[src/rtl/wap_pkg.sv]
package wap_pkg;

   typedef enum logic [1:0] {
      BK_IDLE = 2'b00,
      BK_OPEN = 2'b01,
      BK_PREC = 2'b10
   } bank_st_t;

   typedef enum logic [1:0] {
      OP_NOP = 2'b00,
      OP_ACT = 2'b01,
      OP_WR  = 2'b10,
      OP_RSV = 2'b11
   } cmd_op_t;

   localparam int NUM_TMR = 4;
   localparam int TI_RC   = 0;
   localparam int TI_RAS  = 1;
   localparam int TI_WR   = 2;
   localparam int TI_RP   = 3;

endpackage

[src/rtl/wap_countdown.sv]
module wap_countdown #(
   parameter int TW = 8
) (
   input  logic          clk,
   input  logic          rst_n,
   input  logic          load,
   input  logic [TW-1:0] len,
   output logic          expired
);

   logic [TW-1:0] cnt_q;

   if (TW < 2) begin : g_bad_width
      $error("wap_countdown: TW must be at least 2");
   end

   always_ff @(posedge clk) begin
      if (!rst_n) begin
         cnt_q <= '0;
      end else if (load) begin
         cnt_q <= (len == '0) ? '0 : len - TW'(1);
      end else if (cnt_q != '0) begin
         cnt_q <= cnt_q - TW'(1);
      end
   end

   assign expired = (cnt_q == '0);

   // a running count falls by one per cycle until reloaded
   p_countdown_r5: assert property (@(posedge clk) disable iff (!rst_n)
      (!load && cnt_q != '0) |=> (cnt_q == ($past(cnt_q) - TW'(1))));

   // once expired and not reloaded it stays expired
   p_hold_zero_r5: assert property (@(posedge clk) disable iff (!rst_n)
      (!load && expired) |=> expired);

endmodule

[src/rtl/wap_cfg_check.sv]
module wap_cfg_check #(
   parameter int CW     = 6,
   parameter int WR_MIN = 2,
   parameter int WR_MAX = 6
) (
   input  logic [CW-1:0] wr,
   output logic          bad
);

   if (WR_MIN > WR_MAX) begin : g_bad_range
      $error("wap_cfg_check: WR_MIN above WR_MAX");
   end
   if (WR_MAX >= (1 << CW)) begin : g_bad_fit
      $error("wap_cfg_check: WR_MAX does not fit CW bits");
   end

   always_comb begin
      bad = (wr < CW'(WR_MIN)) || (wr > CW'(WR_MAX));
   end

endmodule

[src/rtl/wap_bank_fsm.sv]
module wap_bank_fsm
   import wap_pkg::*;
(
   input  logic       clk,
   input  logic       rst_n,
   input  logic [1:0] op,
   input  logic       ap,
   input  logic       rc_exp,
   input  logic       ras_exp,
   input  logic       wr_exp,
   input  logic       rp_exp,
   output logic       ld_rc,
   output logic       ld_ras,
   output logic       ld_wr,
   output logic       ld_rp,
   output logic       pre_start,
   output logic       act_ready,
   output logic       act_violation,
   output logic       proto_err,
   output logic [1:0] bank_state
);

   bank_st_t st_q;
   logic     ap_pend_q;
   logic     pre_q;
   logic     viol_q;
   logic     perr_q;

   logic is_act, is_wr, act_ok, wr_legal, wr_ap_ok, pre_go;

   always_comb begin
      is_act    = (op == OP_ACT);
      is_wr     = (op == OP_WR);
      act_ready = ((st_q == BK_IDLE) || ((st_q == BK_PREC) && rp_exp)) && rc_exp;
      act_ok    = is_act && act_ready;
      wr_legal  = is_wr && (st_q == BK_OPEN) && !ap_pend_q;
      wr_ap_ok  = wr_legal && ap;
      pre_go    = (st_q == BK_OPEN) && ap_pend_q && wr_exp && ras_exp;
   end

   always_ff @(posedge clk) begin
      if (!rst_n) begin
         st_q      <= BK_IDLE;
         ap_pend_q <= 1'b0;
         pre_q     <= 1'b0;
         viol_q    <= 1'b0;
         perr_q    <= 1'b0;
      end else begin
         pre_q <= pre_go;
         if (is_act && !act_ready) viol_q <= 1'b1;
         if (is_wr && !wr_legal)   perr_q <= 1'b1;
         case (st_q)
            BK_IDLE: begin
               if (act_ok) st_q <= BK_OPEN;
            end
            BK_OPEN: begin
               if (wr_ap_ok) ap_pend_q <= 1'b1;
               if (pre_go) begin
                  st_q      <= BK_PREC;
                  ap_pend_q <= 1'b0;
               end
            end
            BK_PREC: begin
               if (act_ok)      st_q <= BK_OPEN;
               else if (rp_exp) st_q <= BK_IDLE;
            end
            default: st_q <= BK_IDLE;
         endcase
      end
   end

   assign ld_rc         = act_ok;
   assign ld_ras        = act_ok;
   assign ld_wr         = wr_ap_ok;
   assign ld_rp         = pre_go;
   assign pre_start     = pre_q;
   assign act_violation = viol_q;
   assign proto_err     = perr_q;
   assign bank_state    = st_q;

   // the precharge-start pulse never lasts two cycles
   p_pulse_single_r6: assert property (@(posedge clk) disable iff (!rst_n)
      pre_q |=> !pre_q);

   // the pulse coincides with the precharging state
   p_pulse_in_prec_r6: assert property (@(posedge clk) disable iff (!rst_n)
      pre_q |-> (st_q == BK_PREC));

   // an accepted activate drops readiness on the next cycle
   p_act_drops_ready_r8: assert property (@(posedge clk) disable iff (!rst_n)
      act_ok |=> !act_ready);

   // no activate is permitted while the row is open
   p_open_blocks_r8: assert property (@(posedge clk) disable iff (!rst_n)
      (st_q == BK_OPEN) |-> !act_ready);

   // violation flag is sticky
   p_viol_sticky_r8: assert property (@(posedge clk) disable iff (!rst_n)
      viol_q |=> viol_q);

   // protocol error flag is sticky
   p_perr_sticky_r9: assert property (@(posedge clk) disable iff (!rst_n)
      perr_q |=> perr_q);

endmodule

[src/rtl/wap_bank_timer.sv]
module wap_bank_timer
   import wap_pkg::*;
#(
   parameter int CW     = 6,
   parameter int WR_MIN = 2,
   parameter int WR_MAX = 6
) (
   input  logic          clk,
   input  logic          rst_n,
   input  logic [1:0]    cmd_op,
   input  logic          cmd_ap,
   input  logic [CW-1:0] cfg_wl,
   input  logic [CW-1:0] cfg_bl,
   input  logic [CW-1:0] cfg_wr,
   input  logic [CW-1:0] cfg_trp,
   input  logic [CW-1:0] cfg_tras,
   input  logic [CW-1:0] cfg_trc,
   output logic          pre_start,
   output logic          act_ready,
   output logic          act_violation,
   output logic          proto_err,
   output logic          cfg_err,
   output logic [1:0]    bank_state
);

   localparam int TW = CW + 2;

   if (CW < 3) begin : g_bad_cw
      $error("wap_bank_timer: CW must be at least 3");
   end

   logic [TW-1:0] tmr_len  [NUM_TMR];
   logic          tmr_load [NUM_TMR];
   logic          tmr_exp  [NUM_TMR];

   logic ld_rc, ld_ras, ld_wr, ld_rp;

   always_comb begin
      tmr_len[TI_RC]  = TW'(cfg_trc);
      tmr_len[TI_RAS] = TW'(cfg_tras);
      tmr_len[TI_WR]  = TW'(cfg_wl) + TW'(cfg_bl >> 1) + TW'(cfg_wr);
      tmr_len[TI_RP]  = TW'(cfg_trp);
      tmr_load[TI_RC]  = ld_rc;
      tmr_load[TI_RAS] = ld_ras;
      tmr_load[TI_WR]  = ld_wr;
      tmr_load[TI_RP]  = ld_rp;
   end

   for (genvar i = 0; i < NUM_TMR; i++) begin : g_tmr
      wap_countdown #(.TW(TW)) u_tmr (
         .clk     (clk),
         .rst_n   (rst_n),
         .load    (tmr_load[i]),
         .len     (tmr_len[i]),
         .expired (tmr_exp[i])
      );
   end

   wap_cfg_check #(.CW(CW), .WR_MIN(WR_MIN), .WR_MAX(WR_MAX)) u_cfg (
      .wr  (cfg_wr),
      .bad (cfg_err)
   );

   wap_bank_fsm u_fsm (
      .clk           (clk),
      .rst_n         (rst_n),
      .op            (cmd_op),
      .ap            (cmd_ap),
      .rc_exp        (tmr_exp[TI_RC]),
      .ras_exp       (tmr_exp[TI_RAS]),
      .wr_exp        (tmr_exp[TI_WR]),
      .rp_exp        (tmr_exp[TI_RP]),
      .ld_rc         (ld_rc),
      .ld_ras        (ld_ras),
      .ld_wr         (ld_wr),
      .ld_rp         (ld_rp),
      .pre_start     (pre_start),
      .act_ready     (act_ready),
      .act_violation (act_violation),
      .proto_err     (proto_err),
      .bank_state    (bank_state)
   );

   // the precharge pulse implies the row-active timer had run out
   p_ras_met_r3: assert property (@(posedge clk) disable iff (!rst_n)
      $rose(pre_start) |-> $past(tmr_exp[TI_RAS]));

   // readiness implies the row-cycle timer has run out
   p_rc_met_r7: assert property (@(posedge clk) disable iff (!rst_n)
      act_ready |-> tmr_exp[TI_RC]);

endmodule

[config.mk]
export PLATFORM = sky130hd
export DESIGN_NAME = wap_bank_timer
export DESIGN_NICKNAME = d
export VERILOG_FILES = /design/src/rtl/wap_pkg.sv /design/src/rtl/wap_countdown.sv /design/src/rtl/wap_cfg_check.sv /design/src/rtl/wap_bank_fsm.sv /design/src/rtl/wap_bank_timer.sv
export SDC_FILE = /design/constraint.sdc
export NUM_CORES = 1
export LEC_CHECK = 0
export ABC_AREA = 1
export BUFFER_PORTS_ARGS = -buffer_cell sky130_fd_sc_hd__buf_2
export CAP_MARGIN = 20
export CORE_UTILIZATION = 44
export CTS_CLUSTER_DIAMETER = 200
export DETAILED_ROUTE_END_ITERATION = 16
export PLACE_DENSITY = 0.65
export SLEW_MARGIN = 20
export SYNTH_ARGS = -nofsm -noshare
export SYNTH_HDL_FRONTEND = slang
export SYNTH_HIERARCHICAL = 1
export SYNTH_SLANG_ARGS = --single-unit
[constraint.sdc]
create_clock -name clk -period 2.85 [get_ports clk]
set_input_delay 0.285 -clock clk [delete_from_list [all_inputs] [get_ports clk]]
set_output_delay 0.285 -clock clk [all_outputs]
set_load 0.02 [all_outputs]
==> results of run 1 <==
cell families after synthesis:
group / share of synthesized area (%)
flops: 19.96
fa+ha+maj: 9.061
buf+inv: 13.99
xor+xnor: 1.609
compound gates: 5.516
simple gates: 49.77
other cells: 0.09840
cells in the mapped netlist (2+ instances only):
cell type	instances	area share, %
nand3_1	66	8.7
nor2_2	24	3.9
nor2_4	5	1.5
inv_2	14	1.4
nand4_1	22	3.6
a21oi_2	2	0.46
dfxtp_1	38	20
a21oi_1	16	2.1
nand2_1	203	20
nand3_2	6	1.6
nor2_1	81	8.0
nor3_1	8	1.1
ha_1	18	5.9
inv_1	118	12
o21ai_0	9	1.2
o21ai_1	12	1.6
fa_1	6	3.2
nand2_2	5	0.82
or2_1	4	0.66
xor2_1	5	1.1
buf_4	5	0.99
xnor2_1	2	0.46
critical path, delay by kind of cell:
family	cells	cell delay [ps]
simple gates	10	820
fa+ha+maj	3	1090
buf+inv	3	250
xor+xnor	1	280
sequential cells by signal, summed over array words and instances, names as in the netlist:
signal               cells
u_fsm/pre_start          1
u_fsm/bank_state         2
u_fsm/ap_pend_q          1
u_fsm/proto_err          1
g_tmr.u_tmr/cnt_q       32
u_fsm/act_violation      1
how the worst min path moves through the flow:
stage	to	startpoint	slack, ps	cells after the start
after floorplan	g_tmr[0].u_tmr/cnt_q[4]	rst_n	410	2
after global placement	u_fsm/act_violation	u_fsm/act_violation	440	2
after detailed placement	u_fsm/proto_err	u_fsm/proto_err	440	2
after CTS	u_fsm/proto_err	cmd_op[0]	250	4
after global routing	u_fsm/proto_err	cmd_op[0]	270	4
final	u_fsm/proto_err	cmd_op[0]	270	4
metal layers:
metal  GRT usage, %  up-vias  routed length [um]
met1          26.52     1767                4208
li1               -     2181                   -
met5              0        -                   0
met4          4.167        0                  59
met2          35.42       70                3861
met3          2.791        4                 252
layout by cell type, fill, tap and decap left out, types with 8 or more instances in the layout:
cell,n
nor3_1,8
inv_2,14
a21oi_1,16
nor2_1,81
nor2_2,24
o21ai_0,9
buf_2,46
nand3_1,66
dfxtp_1,38
nand4_1,22
nand2_1,203
inv_1,118
conb_1,15
ha_1,18
o21ai_1,12
power by group:
part           switching [mW]  internal, mW  total (mW)
Sequential              0.171         0.743       0.914
Combinational            1.53         0.872        2.40
Clock                   0.190         0.195       0.386
cell type report:
type	instances	area, um^2	area share [%]
Tap cell	105	131.4	3.065
Clock buffer	7	86.33	2.014
Inverter	132	495.5	11.56
Clock inverter	1	5.005	0.1168
Timing Repair Buffer	47	237.7	5.546
Sequential cell	38	760.7	17.75
Multi-Input combinational cell	510	2570	59.95
through the flow:
step | cells | power [mW] | hold slack (ps) | setup slack, ps
floorplan | 685 | 2.843 | 405.4 | 392.3
detailed placement | 832 | 3.317 | 441.8 | 59.47
finish | 840 | 3.704 | 265.3 | 342.9
CTS | 840 | 3.721 | 254.7 | 355.3
global placement | 832 | 3.277 | 438.2 | 94.02
global route | 840 | 4.196 | 274.7 | 103.8
==> impl_metrics.yaml, run 1 <==
clocking:
  clockBufferDepth: 2
  clock_sinks: 38
  postCtsSetupBuffers: 0
  cts_tree: "built"
  cts_resized: 0
  cts_root_buf: "clkbuf_8"
  htree_levels: 2
  clk_pin_slew_worst_paths_ps: 80
  cts_hold_buf: 0
  clk_latency_ps: 290
  cts_made_buffers: 5
place:
  hpwl_um: 6900
  place_congestion: 0.8678
  port_buffers: 46
  placed_area_mm2: 0.004195
floorplan:
  die_h_um: 95.07
  core_area_mm2: 0.008299
  die-area_mm2: 0.009038
  ios: 48
  row_count: 33
  start_util_pct: 45.92
  die_w_um: 95.07
setup_path:
  crit_path_end_kind: "register"
  cp-endpoint: "g_tmr[2].u_tmr/cnt_q[3]"
  arrival_ps: 2730
  slowest_delay_ps: 530
  cp-start-kind: "primary input"
  reg2reg_from: "g_tmr[0].u_tmr/cnt_q[0]"
  crit_fanout: 6
  r2r_cells: 16
  cp-startpoint: "cfg_wl[1]"
  crit_type: "primary input to register"
  cp_slowest_cell: "fa_1"
  ff2ff_setup_slack_ps: 490
  reg2reg_to: "g_tmr[0].u_tmr/cnt_q[2]"
  critical_path_required_ps: 3070
  crit_top_cell: "nand2_1"
  cp_cell_sequence: "buf_2 > fa_1 > ha_1 > inv_1 > fa_1 > inv_1 > nand3_1 > nand2_1 > xor2_1 > nor2_1 > nand2_2 > nor2_2 > nor2_4 > nand2_1 > nand2_1 > nand2_1 > nor2_2"
routing:
  drtIter0Drc: 151
  vias_per_cell: 4.788
  finalWirelength_um: 8382
  vias: 4022
  drcViolationCount: 0
  ant_nets: 0
  wl_per_cell_um: 9.979
  dr.pass1.iters: 6
grt:
  grt_pass1_vias: 3727
  grt_max_degree: 26
  grt_pass1_wl_um: 15220
  grt_overflow: 0
  antenna_found_initial: 0
  gr-usage-all-layers_pct: 20.31
final_layout:
  antennaDiodeCount: 0
  postLayoutCellArea_mm2: 0.004287
  fillers: 907
  final_nets: 799
  drive_gt1_share_pct: 14.97
  area_delta_synth_final_pct: 12.48
  post-route-util_pct: 51.65
timing:
  finalHoldViolations: 0
  fin_tns_setup_ps: 0
  worst_slew_pin_slew_ps: 534.5
  clock_skew_ps: 7.428
  fmaxAchievable_mhz: 398.9
  min_period_over_period_pct: 87.97
  setup-violations-final: 0
  rsz0062_at_grt: "false"
  relSlewSlack_pct: 64.37
  min_period_ps: 2507
  drv_slew: 0
synthesis:
  synth.avg_cell_area_um2: 5.680
  ys_warn_count: 6
  netlist_area_mm2: 0.003811
  synth-edff-count: 0
  ys_ff_latch: 38
  async_flop_share_pct: 0
  yosysSeqAreaShare_pct: 19.96
  syn_inst: 671
  synth_flop_cell: "dfxtp_1"
  ys_types: 24
power:
  peakVddDrop_mv: 0.2974
  powerDensity_mw_per_mm2: 864.2
  cellLeakagePower_nw: 2.334
min_path:
  hp-class: "primary input to register"
run:
  maxCapViolCount: 0
run_status:
  status: "finished clean"
Power figures use the tool's default switching activity.
==> run 2, diff against run 1 <==
--- a/config.mk
+++ b/config.mk
@@ -11,7 +11,7 @@
 export CORE_UTILIZATION = 44
 export CTS_CLUSTER_DIAMETER = 200
 export DETAILED_ROUTE_END_ITERATION = 16
-export PLACE_DENSITY = 0.65
+export PLACE_DENSITY = 0.75
 export SLEW_MARGIN = 20
 export SYNTH_ARGS = -nofsm -noshare
 export SYNTH_HDL_FRONTEND = slang
==> run 2 against run 1 <==
Net effect: die area stayed put; clock skew is 2.9 ps lower; cell area is 0.18% higher; clock-buffer cell count stayed put; critical path depth is 1 lower; flip-flop and latch count stayed put; sequential power hardly changed; core utilization is 0.091 points higher.
==> impl_metrics.yaml, run 2 (synthesis gave the netlist of run 1 again) <==
floorplan:
  start_util_pct: 45.92
  die_h_um: 95.07
  die_w_um: 95.07
  core_area_mm2: 0.008299
  ios: 48
  row_count: 33
  die-area_mm2: 0.009038
clocking:
  cts_root_buf: "clkbuf_8"
  cts_tree: "built"
  htree_levels: 2
  clk_latency_ps: 290
  cts_hold_buf: 0
  postCtsSetupBuffers: 0
  clockBufferDepth: 2
  cts_made_buffers: 5
  clk_pin_slew_worst_paths_ps: 80
  clock_sinks: 38
  cts_resized: 0
setup_path:
  ff2ff_setup_slack_ps: 490
  critical_path_required_ps: 3080
  crit_type: "register to register"
  cp_slowest_cell: "dfxtp_1"
  critPathBufInv: 5
  crit_fanout: 11
  cp_cell_sequence: "inv_1 > ha_1 > nand3_1 > nor2_2 > nand2_1 > inv_1 > inv_1 > nor2_1 > nand3_1 > inv_1 > inv_2 > nor2_4 > nand2_1 > nand2_1 > nand2_1 > nor2_1"
  crit_path_end_kind: "register"
  slowest_delay_ps: 310
  cp-start-kind: "register"
  arrival_ps: 2590
  reg2reg_from: "g_tmr[0].u_tmr/cnt_q[0]"
  critPathTopFamily: "simple AND/OR/NAND/NOR gates"
  cp-startpoint: "g_tmr[0].u_tmr/cnt_q[0]"
timing:
  min_period_ps: 2362
  min_period_over_period_pct: 82.88
  relSlewSlack_pct: 65.67
  fmaxAchievable_mhz: 423.4
  fin_tns_setup_ps: 0
  clock_skew_ps: 4.522
  worst_slew_pin_slew_ps: 514.9
  finalHoldViolations: 0
  drv_slew: 0
  setup_slack_ps: 488.0
  setup-violations-final: 0
  rsz0062_at_grt: "false"
power:
  peakVddDrop_mv: 0.3712
  p_int_mw: 1.819
  total_power_mw: 3.743
  combPwrFrac_pct: 65.2
  powerDensity_mw_per_mm2: 871.6
  p_switching_mw: 1.924
  clock_power_share_pct: 10.4
  cellLeakagePower_nw: 2.339
  swShare_pct: 51.40
  p_seq_share_pct: 24.3
final_layout:
  largest_reg_flops: 32
  antennaDiodeCount: 0
  final_common_cell: "nand2_1"
  most-common-layout-cells: "nand2_1, inv_1, nor2_1"
  area_delta_synth_final_pct: 12.67
  drive_gt1_share_pct: 15.08
  final_nets: 800
  regMostFlops: "g_tmr.u_tmr/cnt_q"
min_path:
  hp-class: "primary input to register"
  hold_start: "cmd_op[0]"
routing:
  vias: 4020
  ant_nets: 0
  finalWirelength_um: 8447
  drcViolationCount: 0
  vias_per_cell: 4.780
  dr.pass1.iters: 5
  drtIter0Drc: 135
  wl_per_cell_um: 10.04
run:
  maxCapViolCount: 0
grt:
  grt_overflow: 0
  grt_pass1_wl_um: 14830
  grt_pass1_vias: 3671
  antenna_found_initial: 0
  gr-usage-all-layers_pct: 20.23
  grt_max_degree: 26
place:
  hpwl_um: 6897
  place_ws_ps: 201.7
  place_congestion: 0.9227
  port_buffers: 46
run_status:
  status: "finished clean"
## run 2: path summary, 6_finish.rpt
| kind | to | depth (start not counted) |
|---|---|---|
| min reg2reg | u_fsm/proto_err | 2 |
| max | g_tmr[1].u_tmr/cnt_q[4] | 16 |
| min | u_fsm/proto_err | 4 |
| max reg2reg | g_tmr[1].u_tmr/cnt_q[4] | 16 |
## run 2: layer usage
metal | GRT usage (%) | vias up | wire length [um]
li1 | - | 2177 | -
met1 | 24.50 | 1771 | 4001
met2 | 36.37 | 64 | 4081
met3 | 3.509 | 8 | 268
met4 | 5.682 | 0 | 95
met5 | 0 | - | 0
## run 2: area by class of cell
type	count	area (um^2)
inverters	132	495.5
multi-input cells	510	2570
well taps	105	131.4
repair buffers	48	245.2
fillers	873	4005
flip-flops and latches	38	760.7
clock buffers	7	86.33
clock inverters	1	5.005
## run 2: per-stage QoR
| step | hold slack (ps) | instances | cell area, um^2 | utilization (%) |
|---|---|---|---|---|
| 2_1_floorplan | 405.4 | 685 | 3864 | - |
| 3_3_place_gp | 437.0 | 833 | 4203 | 50.64 |
| 3_5_place_dp | 442.1 | 833 | 4203 | 50.64 |
| 4_1_cts | 274.2 | 841 | 4294 | 51.74 |
| 5_1_grt | 283.1 | 841 | 4294 | 51.74 |
| 6_report | 277.4 | 841 | 4294 | 51.74 |
## run 2: power groups by stage
stage	clock (mW)	sequential [mW]	combinational [mW]
4_1_cts	0.398	0.908	2.43
6_report	0.390	0.911	2.44
2_1_floorplan	0	0.885	1.96
5_1_grt	0.419	0.937	2.84
3_5_place_dp	0	0.919	2.42
3_3_place_gp	0	0.911	2.35
## run 2: worst register-to-register path: stages (launching register included)
cell and delay (ps):
dfxtp_1 310, inv_1 150, ha_1 260, nand3_1 130, nor2_2 160, nand2_1 90
inv_1 60, inv_1 30, nor2_1 110, nand3_1 120, inv_1 250, inv_2 180
nor2_4 180, nand2_1 70, nand2_1 50, nand2_1 40, nor2_1 100
